==> src/rtl/fpr_pkg.sv <==
package fpr_pkg;
  typedef enum logic [2:0] {
    ACC_NONE,
    ACC_RD_INIT,
    ACC_RD_DATA,
    ACC_RD_LAST,
    ACC_RD_OTHER,
    ACC_WR_DATA,
    ACC_WR_TERM,
    ACC_WR_OTHER
  } acc_e;

  function automatic logic acc_is_read(acc_e a);
    return (a == ACC_RD_INIT) || (a == ACC_RD_DATA) ||
           (a == ACC_RD_LAST) || (a == ACC_RD_OTHER);
  endfunction
endpackage

==> src/rtl/fpr_decode.sv <==
module fpr_decode
  import fpr_pkg::*;
#(
  parameter int ADDR_W   = 10,
  parameter int WIN_BITS = 8,
  parameter int unsigned INIT_OFS = 'h100,
  parameter int unsigned LAST_OFS = 'h101,
  parameter int unsigned TERM_OFS = 'h102
) (
  input  logic              req_i,
  input  logic              we_i,
  input  logic              busy_i,
  input  logic [ADDR_W-1:0] addr_i,
  output acc_e              acc_o
);
  logic in_win;
  assign in_win = (addr_i[ADDR_W-1:WIN_BITS] == '0);

  always_comb begin
    acc_o = ACC_NONE;
    if (req_i && !busy_i) begin
      if (we_i) begin
        if (in_win)                            acc_o = ACC_WR_DATA;
        else if (addr_i == ADDR_W'(TERM_OFS))  acc_o = ACC_WR_TERM;
        else                                   acc_o = ACC_WR_OTHER;
      end else begin
        if (in_win)                            acc_o = ACC_RD_DATA;
        else if (addr_i == ADDR_W'(INIT_OFS))  acc_o = ACC_RD_INIT;
        else if (addr_i == ADDR_W'(LAST_OFS))  acc_o = ACC_RD_LAST;
        else                                   acc_o = ACC_RD_OTHER;
      end
    end
  end
endmodule

==> src/rtl/fpr_fetch.sv <==
module fpr_fetch #(
  parameter int DATA_W = 8,
  parameter int RD_LAT = 3,
  parameter int SETTLE = 2
) (
  input  logic              clk_i,
  input  logic              rst_ni,
  input  logic              launch_i,
  input  logic              launch_init_i,
  input  logic              consume_i,
  input  logic [DATA_W-1:0] flash_rdata_i,
  output logic              flash_re_o,
  output logic [DATA_W-1:0] hold_o,
  output logic              hold_vld_o,
  output logic              busy_o
);
  localparam int CNT_W = $clog2(RD_LAT + SETTLE + 1) + 1;

  logic [CNT_W-1:0]  cnt_q, gap_q;
  logic              init_q, re_q, hold_vld_q;
  logic [DATA_W-1:0] hold_q;

  always_ff @(posedge clk_i or negedge rst_ni) begin
    if (!rst_ni) begin
      cnt_q      <= '0;
      gap_q      <= '0;
      init_q     <= 1'b0;
      re_q       <= 1'b0;
      hold_vld_q <= 1'b0;
      hold_q     <= '0;
    end else begin
      re_q <= launch_i;
      if (launch_i) begin
        cnt_q      <= CNT_W'(RD_LAT);
        init_q     <= launch_init_i;
        hold_vld_q <= 1'b0;
      end else if (cnt_q != '0) begin
        cnt_q <= cnt_q - 1'b1;
        if (cnt_q == CNT_W'(1)) begin
          hold_q     <= flash_rdata_i;
          hold_vld_q <= 1'b1;
          // settle gap only follows a start read
          if (init_q) gap_q <= CNT_W'(SETTLE);
        end
      end else if (gap_q != '0) begin
        gap_q <= gap_q - 1'b1;
      end
      if (consume_i) hold_vld_q <= 1'b0;
    end
  end

  assign flash_re_o = re_q;
  assign hold_o     = hold_q;
  assign hold_vld_o = hold_vld_q;
  assign busy_o     = (cnt_q != '0) || (gap_q != '0);

  AST_RE_PULSE: assert property (@(posedge clk_i) disable iff (!rst_ni)
    flash_re_o |=> !flash_re_o);
  AST_CAPTURE_HOLD: assert property (@(posedge clk_i) disable iff (!rst_ni)
    (cnt_q == CNT_W'(1) && !launch_i) |=> (hold_vld_o && !busy_o == (gap_q == '0)));
  AST_BUSY_AFTER_LAUNCH: assert property (@(posedge clk_i) disable iff (!rst_ni)
    launch_i |=> busy_o);
endmodule

==> src/rtl/fpr_resp.sv <==
module fpr_resp
  import fpr_pkg::*;
#(
  parameter int DATA_W = 8
) (
  input  logic              clk_i,
  input  logic              rst_ni,
  input  acc_e              acc_i,
  input  logic [DATA_W-1:0] hold_i,
  input  logic              hold_vld_i,
  output logic [DATA_W-1:0] rdata_o,
  output logic              rvalid_o,
  output logic              err_o
);
  logic              pull;
  logic [DATA_W-1:0] rdata_q;
  logic              rvalid_q, err_q;

  assign pull = (acc_i == ACC_RD_DATA) || (acc_i == ACC_RD_LAST);

  always_ff @(posedge clk_i or negedge rst_ni) begin
    if (!rst_ni) begin
      rdata_q  <= '0;
      rvalid_q <= 1'b0;
      err_q    <= 1'b0;
    end else begin
      rvalid_q <= acc_is_read(acc_i);
      if (pull)                    rdata_q <= hold_vld_i ? hold_i : '1;
      else if (acc_is_read(acc_i)) rdata_q <= '0;
      if (pull && !hold_vld_i)     err_q   <= 1'b1;
    end
  end

  assign rdata_o  = rdata_q;
  assign rvalid_o = rvalid_q;
  assign err_o    = err_q;

  AST_ERR_STICKY: assert property (@(posedge clk_i) disable iff (!rst_ni)
    err_o |=> err_o);
  AST_EMPTY_PULL: assert property (@(posedge clk_i) disable iff (!rst_ni)
    (pull && !hold_vld_i) |=> (rvalid_o && rdata_o == '1 && err_o));
endmodule

==> src/rtl/fpr_wpath.sv <==
module fpr_wpath
  import fpr_pkg::*;
#(
  parameter int DATA_W = 8
) (
  input  logic              clk_i,
  input  logic              rst_ni,
  input  acc_e              acc_i,
  input  logic [DATA_W-1:0] wdata_i,
  output logic              flash_we_o,
  output logic [DATA_W-1:0] flash_wdata_o,
  output logic              burst_o
);
  logic              we_q, burst_q;
  logic [DATA_W-1:0] wd_q;

  always_ff @(posedge clk_i or negedge rst_ni) begin
    if (!rst_ni) begin
      we_q    <= 1'b0;
      wd_q    <= '0;
      burst_q <= 1'b0;
    end else begin
      we_q <= (acc_i == ACC_WR_DATA);
      if (acc_i == ACC_WR_DATA) begin
        wd_q    <= wdata_i;
        burst_q <= 1'b1;
      end else if (acc_i == ACC_WR_TERM) begin
        burst_q <= 1'b0;
      end
    end
  end

  assign flash_we_o    = we_q;
  assign flash_wdata_o = wd_q;
  assign burst_o       = burst_q;

  AST_TERM_QUIET: assert property (@(posedge clk_i) disable iff (!rst_ni)
    (acc_i == ACC_WR_TERM) |=> (!flash_we_o && !burst_o));
  AST_WR_STROBE: assert property (@(posedge clk_i) disable iff (!rst_ni)
    (acc_i == ACC_WR_DATA) |=> (flash_we_o && burst_o && flash_wdata_o == $past(wdata_i)));
endmodule

==> src/rtl/fpr_pipe_port.sv <==
module fpr_pipe_port
  import fpr_pkg::*;
#(
  parameter int DATA_W   = 8,
  parameter int ADDR_W   = 10,
  parameter int WIN_BITS = 8,
  parameter int RD_LAT   = 3,
  parameter int SETTLE   = 2,
  parameter int unsigned INIT_OFS = 'h100,
  parameter int unsigned LAST_OFS = 'h101,
  parameter int unsigned TERM_OFS = 'h102
) (
  input  logic              clk_i,
  input  logic              rst_ni,
  input  logic              host_req_i,
  input  logic              host_we_i,
  input  logic [ADDR_W-1:0] host_addr_i,
  input  logic [DATA_W-1:0] host_wdata_i,
  output logic [DATA_W-1:0] host_rdata_o,
  output logic              host_rvalid_o,
  output logic              busy_o,
  output logic              proto_err_o,
  output logic              flash_re_o,
  input  logic [DATA_W-1:0] flash_rdata_i,
  output logic              flash_we_o,
  output logic [DATA_W-1:0] flash_wdata_o,
  output logic              wr_burst_o
);
  acc_e              acc;
  logic              busy, launch, launch_init, consume, hold_vld;
  logic [DATA_W-1:0] hold;

  fpr_decode #(
    .ADDR_W(ADDR_W), .WIN_BITS(WIN_BITS),
    .INIT_OFS(INIT_OFS), .LAST_OFS(LAST_OFS), .TERM_OFS(TERM_OFS)
  ) i_decode (
    .req_i(host_req_i), .we_i(host_we_i), .busy_i(busy),
    .addr_i(host_addr_i), .acc_o(acc)
  );

  assign launch_init = (acc == ACC_RD_INIT);
  assign launch      = launch_init || ((acc == ACC_RD_DATA) && hold_vld);
  assign consume     = (acc == ACC_RD_LAST) && hold_vld;

  fpr_fetch #(.DATA_W(DATA_W), .RD_LAT(RD_LAT), .SETTLE(SETTLE)) i_fetch (
    .clk_i, .rst_ni,
    .launch_i(launch), .launch_init_i(launch_init), .consume_i(consume),
    .flash_rdata_i, .flash_re_o,
    .hold_o(hold), .hold_vld_o(hold_vld), .busy_o(busy)
  );

  fpr_resp #(.DATA_W(DATA_W)) i_resp (
    .clk_i, .rst_ni, .acc_i(acc), .hold_i(hold), .hold_vld_i(hold_vld),
    .rdata_o(host_rdata_o), .rvalid_o(host_rvalid_o), .err_o(proto_err_o)
  );

  fpr_wpath #(.DATA_W(DATA_W)) i_wpath (
    .clk_i, .rst_ni, .acc_i(acc), .wdata_i(host_wdata_i),
    .flash_we_o, .flash_wdata_o, .burst_o(wr_burst_o)
  );

  assign busy_o = busy;

  AST_HOLD_OFF: assert property (@(posedge clk_i) disable iff (!rst_ni)
    (host_req_i && busy_o) |=> (!host_rvalid_o && !flash_re_o && !flash_we_o));
  AST_ERR_KEPT_BUSY: assert property (@(posedge clk_i) disable iff (!rst_ni)
    (host_req_i && busy_o && !proto_err_o) |=> !proto_err_o);
  AST_STROBE_EXCL: assert property (@(posedge clk_i) disable iff (!rst_ni)
    !(flash_re_o && flash_we_o));
  AST_LAST_NO_FETCH: assert property (@(posedge clk_i) disable iff (!rst_ni)
    (host_req_i && !busy_o && !host_we_i && host_addr_i == ADDR_W'(LAST_OFS))
      |=> !flash_re_o);
endmodule

==> config.mk <==
export PLATFORM = sky130hd
export DESIGN_NAME = fpr_pipe_port
export DESIGN_NICKNAME = d
export VERILOG_FILES = /design/src/rtl/fpr_pkg.sv /design/src/rtl/fpr_decode.sv /design/src/rtl/fpr_fetch.sv /design/src/rtl/fpr_resp.sv /design/src/rtl/fpr_wpath.sv /design/src/rtl/fpr_pipe_port.sv
export SDC_FILE = /design/constraint.sdc
export NUM_CORES = 1
export LEC_CHECK = 0
export BUFFER_PORTS_ARGS = -buffer_cell sky130_fd_sc_hd__buf_2
export CAP_MARGIN = 30
export CELL_PAD_IN_SITES_DETAIL_PLACEMENT = 0
export CELL_PAD_IN_SITES_GLOBAL_PLACEMENT = 1
export CORE_UTILIZATION = 36
export CTS_BUF_LIST = sky130_fd_sc_hd__clkbuf_16
export CTS_CLUSTER_SIZE = 30
export DETAILED_ROUTE_END_ITERATION = 16
export PLACE_DENSITY_LB_ADDON = 0.3
export SYNTH_ARGS = -nofsm -noshare
export SYNTH_HDL_FRONTEND = slang
export SYNTH_HIERARCHICAL = 1
export SYNTH_SLANG_ARGS = --single-unit
==> constraint.sdc <==
create_clock -name clk_i -period 6.54 [get_ports clk_i]
set_clock_uncertainty 0.1 [all_clocks]
set_input_delay 0.654 -clock clk_i [delete_from_list [all_inputs] [get_ports clk_i]]
set_output_delay 0.654 -clock clk_i [all_outputs]
set_load 0.02 [all_outputs]
== Word level (Yosys, flattened, before mapping) ==
Index checks and enable logic that the tools add are counted.

* Flip-flop bits (word level): 39
* Input port bits: 30
* Output and inout bits: 22

* $add $sub $neg: 2
* Equal/unequal tests: 12
* Multiplexer cells: 22
* Bitwise gates (word level): 1
* Reductions and logical operators: 24

{| class="wikitable"
|+ Operator list
! kind !! number
|-
| == test 10 x 9 -> 1 bit, second input constant || 3
|-
| two-way mux 4 bit || 6
|-
| two-way mux 8 bit || 3
|-
| two-way mux 3 bit || 6
|-
| == test 3 bit, second input constant || 3
|-
| nonzero test 2 bit || 4
|-
| nonzero test 4 bit || 2
|-
| subtractor 4 x 1 -> 4 bit, second input constant || 2
|-
| two-way mux 1 bit || 7
|-
| == test 3 x 2 -> 1 bit, second input constant || 2
|-
| logical OR 1 bit || 6
|-
| nonzero test 3 bit || 2
|-
| == test 4 x 1 -> 1 bit, second input constant || 1
|-
| logical AND 1 bit || 4
|-
| != test 2 x 1 -> 1 bit, second input constant || 2
|-
| AND reduction 4 bit || 1
|-
| == test 3 x 1 -> 1 bit, second input constant || 1
|-
| AND reduction 3 bit || 1
|-
| logical NOT 1 bit || 2
|-
| logical NOT 2 bit || 1
|-
| AND reduction 2 bit || 1
|-
| NOT 1 bit || 1
|}

== Depth between registers and ports, before layout ==
Gate-level depths: netlist of run 1.

* Word-level depth: 12
* Mapped depth: 14
* Mapped depth without buffers: 13

== Cells and area by module ==
The synthesis of run 1 kept the hierarchy.

{| class="wikitable"
|+ Modules (own cells, without submodules)
! module !! instances !! cells an instance !! area each (sq um)
|-
| fpr_fetch || 1 || 72 || 903.4
|-
| fpr_resp || 1 || 50 || 521.8
|-
| fpr_wpath || 1 || 23 || 386.6
|-
| fpr_decode || 1 || 14 || 86.3
|-
| fpr_pipe_port || 1 || 6 || 36.3
|}

== Worst setup path after synthesis of run 1 ==
OpenSTA, ideal clock, no wires.

* Path type: input -> register
* Start: input host_addr_i[5]
* End: register i_fetch.gap_q[2]
* Library setup time: 0.131 ns
* Arrival time: 3.210 ns
* Data required time: 6.309 ns
* Path slack: 3.100 ns
* Cell stages on the path: 10
* Path buffers: 1
* Path through: or4_1 > or3_1 > a21oi_1 > nand2b_1 > o22ai_2 > clkbuf_1 > nand2b_1 > o22ai_1 > nand4_1 > o211ai_1

* Word-level cells in the longest chain between the ends: 11
* Elaborated cells on any way between the ends: 16
* Those cells by class: eq/ne (5); mux (7); bitwise (1); reduce/logical (3)

{| class="wikitable"
|+ Ends and longest elaborated chain
! element !! line !! text
|-
| start, declared || fpr_pipe_port.sv:17 || <nowiki>input logic [ADDR_W-1:0] host_addr_i,</nowiki>
|-
| == test 10 x 9 -> 1 bit || fpr_decode.sv:29 || <nowiki>else if (addr_i == ADDR_W'(LAST_OFS)) acc_o = ACC_RD_LAST;</nowiki>
|-
| two-way mux 3 bit || fpr_decode.sv:29 ||
|-
| two-way mux 3 bit || fpr_decode.sv:28 || <nowiki>else if (addr_i == ADDR_W'(INIT_OFS)) acc_o = ACC_RD_INIT;</nowiki>
|-
| two-way mux 3 bit || fpr_decode.sv:27 || <nowiki>if (in_win) acc_o = ACC_RD_DATA;</nowiki>
|-
| two-way mux 3 bit * || fpr_decode.sv:22 || <nowiki>if (we_i) begin</nowiki>
|-
| two-way mux 3 bit * || fpr_decode.sv:21 || <nowiki>if (req_i && !busy_i) begin</nowiki>
|-
| named net acc[0] || fpr_pipe_port.sv:29 || <nowiki>acc_e acc;</nowiki>
|-
| == test 3 x 2 -> 1 bit || fpr_pipe_port.sv:42 || <nowiki>assign launch = launch_init || ((acc == ACC_RD_DATA) && hold_vld);</nowiki>
|-
| logical AND 1 bit || fpr_pipe_port.sv:42 ||
|-
| logical OR 1 bit * || fpr_pipe_port.sv:42 ||
|-
| named net launch || fpr_pipe_port.sv:30 || <nowiki>logic busy, launch, launch_init, consume, hold_vld;</nowiki>
|-
| NOT 1 bit (no line) * || - ||
|-
| AND reduction 4 bit (no line) * || - ||
|-
| end signal, assigned || fpr_fetch.sv:43 || <nowiki>if (init_q) gap_q <= CNT_W'(SETTLE);</nowiki>
|-
| end signal, assigned || fpr_fetch.sv:46 || <nowiki>gap_q <= gap_q - 1'b1;</nowiki>
|-
| end, declared || fpr_fetch.sv:19 || <nowiki>logic [CNT_W-1:0] cnt_q, gap_q;</nowiki>
|}

The timed path passes the listed nets; every way through them passes the cells marked *.
A chain may end at the register's enable or synchronous reset.

== Final worst setup path of run 1 ==
* Start: register i_fetch.cnt_q[0]
* End: register i_fetch.gap_q[1]

* Word-level cells in the longest chain between the ends: 10
* Elaborated cells on any way between the ends: 16
* Those cells by class: eq/ne (5); mux (2); bitwise (1); reduce/logical (8)

{| class="wikitable"
|+ Ends and longest elaborated chain
! element !! line !! text
|-
| start, declared || fpr_fetch.sv:19 ||
|-
| start signal, assigned || fpr_fetch.sv:34 || <nowiki>cnt_q <= CNT_W'(RD_LAT);</nowiki>
|-
| start signal, assigned || fpr_fetch.sv:38 || <nowiki>cnt_q <= cnt_q - 1'b1;</nowiki>
|-
| nonzero test 4 bit * || fpr_fetch.sv:55 || <nowiki>assign busy_o = (cnt_q != '0) || (gap_q != '0);</nowiki>
|-
| logical OR 1 bit * || fpr_fetch.sv:55 ||
|-
| logical NOT 1 bit * || fpr_decode.sv:21 ||
|-
| logical AND 1 bit * || fpr_decode.sv:21 ||
|-
| two-way mux 3 bit * || fpr_decode.sv:21 ||
|-
| named net acc[2] || fpr_pipe_port.sv:29 ||
|-
| == test 3 x 2 -> 1 bit || fpr_pipe_port.sv:42 ||
|-
| logical AND 1 bit || fpr_pipe_port.sv:42 ||
|-
| logical OR 1 bit * || fpr_pipe_port.sv:42 ||
|-
| named net launch || fpr_pipe_port.sv:30 ||
|-
| NOT 1 bit (no line) * || - ||
|-
| AND reduction 4 bit (no line) * || - ||
|}

Marks and branches as above.

==> flow_summary.json, run 1 <==
{
  "outcome": "finished clean",
  "gp_congestion": 0.828,
  "grt_usage": 0.141,
  "row_count": 26,
  "postPlaceCellArea_sq_um": 2250,
  "vias_per_cell": 4.65,
  "grt_pass1_wl_microns": 5940,
  "crit_type": "flip-flop to flip-flop",
  "period_minus_slack_ns": 3.67,
  "critPathArrivalTime_ns": 3.79,
  "synth_xor_area_frac": 0.0136,
  "rr_startpoint": "i_fetch/cnt_q[0]$_DFFE_PN0P_",
  "ctsHoldBuffers": 0,
  "cts.clk_slew.worst_paths_ns": 0.06,
  "syn_nets": 200,
  "hpwl_microns": 2560,
  "synth_cell_type_count": 43,
  "critPathLaunchType": "flip-flop",
  "power_switching_uw": 308,
  "clk_latency_ns": 0.28,
  "drt_wl_total_microns": 3610,
  "p_sw_frac": 0.305,
  "drc_errors": 0,
  "critPathSlowestCell": "o2bb2ai_2",
  "vias": 1348,
  "fin_crit_sh": 0.561,
  "synthToLayoutAreaGrowth_pct": 26.2,
  "synthSimpleGateAreaFrac": 0.170,
  "r2r_end": "i_fetch/gap_q[1]$_DFFE_PN0P_",
  "syn_avg_cell_area_sq_um": 11.7,
  "hold_start": "i_resp/err_o$_DFFE_PN0P_",
  "p_total_uw": 1010,
  "wl_per_cell_microns": 12.5,
  "coreArea_sq_um": 5140,
  "drv_cap": 0,
  "antenna_left": 0,
  "cp_cell_sequence": "inv_1, ha_1, nor3b_4, nand2_1, nand2b_1, o2bb2ai_2, nand2b_1, o22ai_2, or3b_4, o21ai_2, o22a_1",
  "hp-class": "flip-flop to flip-flop",
  "ir_worst_vdd_v": 0.000191,
  "crit_buf_inv": 1,
  "setup_viol": 0,
  "rsz0062_at_grt": "false",
  "cp_top_family": "simple AND/OR/NAND/NOR gates",
  "first_pass_iters": 4,
  "timing.fmax_mhz": 272,
  "diodes": 0,
  "io_pins": 52,
  "tns_ns": 0,
  "pwr-share-clk": 0.305,
  "powerDensity_nw_per_um2": 414,
  "root_buffer": "clkbuf_16",
  "first_global_vias": 1279,
  "rr_worst_depth": 11,
  "synth_compound_area_frac": 0.120,
  "synth_seq_cells": 39,
  "grt_antenna_before_repair": 0,
  "synthMuxAreaShare": 0.106,
  "syn_area_sq_um": 1930,
  "leakage_uw": 0.00124,
  "ys_seq_area_frac": 0.505,
  "power_frac_comb": 0.319,
  "grt_start_max_net_pins": 40,
  "fin_util": 0.475,
  "end_kind": "flip-flop",
  "critPathMaxStageDelay_ns": 0.80,
  "finalInstanceArea_sq_um": 2440,
  "cts_setup_buffers": 0,
  "tritoncts": "yes",
  "worstPathMaxFanout": 24,
  "start_util": 0.376,
  "maxSlewViolCount": 0,
  "p_int_uw": 702,
  "synth_fa_ha_area_frac": 0.0323,
  "cp_common_cell": "nand2b_1",
  "drt_iter0_drc": 58,
  "cts.sinks": 39,
  "whs_path_depth": 1,
  "r2r_slack_ns": 2.87,
  "synth_top_family_by_area": "simple AND/OR/NAND/NOR gates",
  "ctsResizeCount": 0,
  "final_nets": 254,
  "dieArea_sq_um": 5670,
  "worst_pin_slew_ns": 1.01,
  "clockBufferDepth": 2,
  "cts_buffers": 5,
  "holdPathEnd": "i_resp/err_o$_DFFE_PN0P_",
  "drive_gt1_frac": 0.400,
  "grt.overflow.total": 0,
  "max_slew_margin": 0.321,
  "ys_warn_count": 6,
  "hold_violations": 0,
  "die_x_microns": 75.3,
  "syn_inst": 165,
  "seqPwrFrac": 0.377,
  "htree_levels": 2,
  "io_buffer_count": 51,
  "dieHeight_microns": 75.3,
  "required_ns": 6.66
}
-- cell usage in the layout (no fill, tap or decap), types with 2 or more instances in the layout --
| cell | synthesis | layout |
|---|---|---|
| xnor2_1 | 3 | 3 |
| nor2_1 | 6 | 6 |
| nor3b_1 | 10 | 10 |
| clkbuf_16 | 0 | 5 |
| nor3_1 | 3 | 3 |
| ha_1 | 5 | 5 |
| o211ai_1 | 2 | 2 |
| a22o_1 | 8 | 8 |
| nand2_1 | 4 | 4 |
| nand3b_1 | 2 | 2 |
| bufinv_16 | 0 | 2 |
| a21oi_1 | 12 | 12 |
| inv_1 | 19 | 20 |
| nand4_1 | 2 | 2 |
| buf_2 | 1 | 51 |
| nand2b_1 | 4 | 4 |
| dfrtp_1 | 39 | 39 |
| mux2_2 | 16 | 16 |
-- cell type report --
type	count	area, sq um
repair buffers	51	255
well taps	70	87.6
fillers	501	2700
inverters	19	71.3
clock inverters	3	63.8
clock buffers	5	125
multi-input cells	103	862
flip-flops and latches	39	976
-- cells in the mapped netlist (all sizes together) --
library cell  number  area, sq um
inv               19         71.3
o211ai             2         15.0
o31a               1         8.76
nand2b             4         25.0
a211oi             1         7.51
nand4              2         12.5
nor3b             11         93.8
nand2              4         15.0
ha                 5         62.6
nand3b             3         35.0
o2bb2ai            2         17.5
xnor2              3         26.3
nor4               1         6.26
a21oi             12         60.1
or2                2         12.5
nor3               3         15.0
or4                1         7.51
a211o              1         10.0
clkbuf             1         3.75
o22a               1         8.76
or2b               1         8.76
or3b               1         11.3
dfrtp             39          976
o22ai              2         18.8
o31ai              1         7.51
mux2              17          195
buf                3         27.5
or4b               2         23.8
or3                2         13.8
a22o               8         70.1
nor2               8         48.8
mux2i              1         10.0
o21ai              1         8.76
-- flip-flops by register name, summed over array words and instances, names as in the netlist --
register and cells:
i_fetch/gap_q 4, i_wpath/burst_o 1, i_wpath/flash_wdata_o 8, i_fetch/cnt_q 4, i_resp/rdata_o 8, i_resp/rvalid_o 1, i_resp/err_o 1, i_fetch/hold_o 8
i_wpath/flash_we_o 1, i_fetch/init_q 1, i_fetch/flash_re_o 1, i_fetch/hold_vld_o 1
-- power groups by stage --
stage	Clock [uW]	Combinational (uW)	Sequential [uW]
3_3_place_gp	0	324	386
5_1_grt	325	364	395
6_report	308	322	380
3_5_place_dp	0	325	385
4_1_cts	315	326	381
2_1_floorplan	0	226	400
-- worst max path at each step --
stage,from,to,cells past startpoint,slack (ns)
detailed placement,host_addr_i[5],i_fetch/gap_q[2]$_DFFE_PN0P_,10,2.75
global placement,host_addr_i[5],i_fetch/gap_q[3]$_DFFE_PN0P_,10,2.86
finish,i_fetch/cnt_q[0]$_DFFE_PN0P_,i_fetch/gap_q[1]$_DFFE_PN0P_,11,2.87
global route,i_fetch/cnt_q[0]$_DFFE_PN0P_,i_fetch/gap_q[3]$_DFFE_PN0P_,13,2.49
floorplan,host_addr_i[5],i_fetch/gap_q[2]$_DFFE_PN0P_,10,3.10
CTS,i_fetch/cnt_q[0]$_DFFE_PN0P_,i_fetch/gap_q[1]$_DFFE_PN0P_,11,2.84
-- worst register-to-register path: stages, from the launching register on --
cell       delay (ns)
dfrtp_1          0.39
inv_1            0.12
ha_1             0.20
nor3b_4          0.40
nand2_1          0.11
nand2b_1         0.22
o2bb2ai_2        0.80
nand2b_1         0.27
o22ai_2          0.23
or3b_4           0.50
o21ai_2          0.11
o22a_1           0.17
-- cells by family (layout without fill, tap and decap cells) --
family          Yosys count  in the layout
simple gates             45             45
flops                    39             39
compound gates           32             32
buf+inv                  23             78
mux                      18             18
fa+ha+maj                 5              5
xor+xnor                  3              3
-- metal layers --
layer  wire length [microns]  track usage
met4                      38       0.0494
met3                     126       0.0437
met5                       0            0
met1                    1750        0.183
met2                    1700        0.223
-- through the flow --
| step | cells | setup slack (ns) | hold slack, ns |
|---|---|---|---|
| after floorplan | 165 | 3.10 | 0.258 |
| after global placement | 282 | 2.86 | 0.357 |
| after detailed placement | 282 | 2.75 | 0.362 |
| after CTS | 290 | 2.84 | 0.375 |
| after global routing | 290 | 2.49 | 0.401 |
| final | 290 | 2.87 | 0.374 |
(Power assumes the default switching activity.)
==> inputs of run 2 (changes only) <==
- clock period: 6.54 -> 3.5 ns (I/O delays scaled with it)
==> flow_summary.json, run 2 (synthesized netlist as in run 1, its figures left out) <==
{
  "outcome": "finished clean",
  "hold_violations": 0,
  "first_global_vias": 1321,
  "hpwl_microns": 2630,
  "cts.clk_slew.worst_paths_ns": 0.06,
  "crit_type": "flip-flop to flip-flop",
  "tns_ns": 0,
  "synthToLayoutAreaGrowth_pct": 26.8,
  "grt_antenna_before_repair": 0,
  "hp-class": "input pin to asynchronous set/reset pin",
  "ctsResizeCount": 0,
  "die_x_microns": 75.3,
  "ir_worst_vdd_v": 0.000425,
  "worstPathMaxFanout": 6,
  "ctsHoldBuffers": 0,
  "critPathLaunchType": "flip-flop",
  "cp_cell_sequence": "inv_1, ha_1, nor3b_1, nand2_1, nand2b_1, a21oi_1, o31a_1, nand2_1, o22ai_2, nand2b_1, o22ai_1, nand4_1, o211ai_1",
  "r2r_end": "i_fetch/gap_q[3]$_DFFE_PN0P_",
  "gp_congestion": 0.704,
  "whs_ns": 0.0897,
  "dieArea_sq_um": 5670,
  "fin_util": 0.477,
  "final_nets": 259,
  "start_util": 0.376,
  "max_slew_margin": 0.410,
  "end_kind": "flip-flop",
  "antenna_left": 0,
  "drt_iter0_drc": 53,
  "coreArea_sq_um": 5140,
  "setup_viol": 0,
  "period_minus_slack_ns": 2.92,
  "crit_buf_inv": 1,
  "layout_common_cells": "buf_2, dfrtp_1, inv_1",
  "postPlaceCellArea_sq_um": 2290,
  "io_pins": 52,
  "clockBufferDepth": 2,
  "dieHeight_microns": 75.3,
  "grt_pass1_wl_microns": 6310,
  "fin_crit_sh": 0.833,
  "global_route.usage.met2": 0.239,
  "grt_usage": 0.153,
  "drt_wl_total_microns": 3740,
  "htree_levels": 2,
  "cts.sinks": 39,
  "clk_latency_ns": 0.28,
  "first_pass_iters": 4,
  "io_buffer_count": 51,
  "grt.overflow.total": 0,
  "layout_commonest_cell": "buf_2",
  "grt_start_max_net_pins": 40,
  "maxSlewViolCount": 0,
  "worst_pin_slew_ns": 0.885,
  "finalInstanceArea_sq_um": 2450,
  "drc_errors": 0,
  "use_met1": 0.193,
  "r2r_slack_ns": 0.58,
  "powerDensity_nw_per_um2": 741,
  "critPathSlowestCell": "dfrtp_1",
  "grt.busiest_layer": "met2",
  "critPathArrivalTime_ns": 2.97,
  "cts_buffers": 5,
  "vias_per_cell": 4.76,
  "drv_cap": 0,
  "cp_top_family": "simple AND/OR/NAND/NOR gates",
  "vias": 1405,
  "rr_worst_depth": 13,
  "tritoncts": "yes",
  "required_ns": 3.56,
  "met3_usage": 0.0608,
  "diodes": 0,
  "timing.fmax_mhz": 343,
  "rsz0062_at_grt": "false",
  "root_buffer": "clkbuf_16",
  "row_count": 26,
  "cts_setup_buffers": 0,
  "critPathMaxStageDelay_ns": 0.40,
  "leakage_uw": 0.00126,
  "rr_startpoint": "i_fetch/gap_q[0]$_DFFE_PN0P_",
  "drive_gt1_frac": 0.413,
  "wl_per_cell_microns": 12.7
}
==> run 2: changes by cell type in the layout (fill, tap and decap cells not counted), sizes merged <==
cell,delta
buf,+5
bufinv,-1
inv,-1
clkinv,+2
==> run 2: worst max-delay path by stage <==
| stage | from | to | cells after the start |
|---|---|---|---|
| after floorplan | i_fetch/cnt_q[0]$_DFFE_PN0P_ | i_fetch/gap_q[2]$_DFFE_PN0P_ | 13 |
| after global placement | host_addr_i[5] | i_fetch/gap_q[0]$_DFFE_PN0P_ | 10 |
| after detailed placement | host_addr_i[5] | i_fetch/gap_q[0]$_DFFE_PN0P_ | 10 |
| after CTS | i_fetch/gap_q[0]$_DFFE_PN0P_ | i_fetch/gap_q[3]$_DFFE_PN0P_ | 13 |
| after global routing | i_fetch/gap_q[0]$_DFFE_PN0P_ | i_fetch/gap_q[3]$_DFFE_PN0P_ | 13 |
| final | i_fetch/gap_q[0]$_DFFE_PN0P_ | i_fetch/gap_q[3]$_DFFE_PN0P_ | 13 |
==> run 2: area by class of cell <==
cell class / instances / area, sq um
Clock inverter: 3 / 38.8
Fill cell: 513 / 2690
Sequential cell: 39 / 976
Timing Repair Buffer: 56 / 293
Clock buffer: 5 / 125
Multi-Input combinational cell: 103 / 862
Tap cell: 70 / 87.6
Inverter: 19 / 71.3
==> run 2: stage by stage <==
step / worst slack, ns / instances / power [uW]
2_1_floorplan: 0.177 / 165 / 1170
3_3_place_gp: 0.598 / 287 / 1330
3_5_place_dp: 0.574 / 287 / 1330
4_1_cts: 0.560 / 295 / 1850
5_1_grt: 0.247 / 295 / 1960
6_report: 0.583 / 295 / 1820
==> run 2: per-layer routing <==
metal	vias up	wire length, microns
met5	-	0
met4	0	55
met3	5	149
met2	23	1780
met1	675	1760
li1	702	-
==> run 2: report_power, final <==
group	total, uW	leakage, uW	internal (uW)	switching [uW]
logic	602	0.000683	314	288
registers	715	0.000492	598	118
clock network	503	0.0000812	332	171
total	1820	0.00126	1240	576
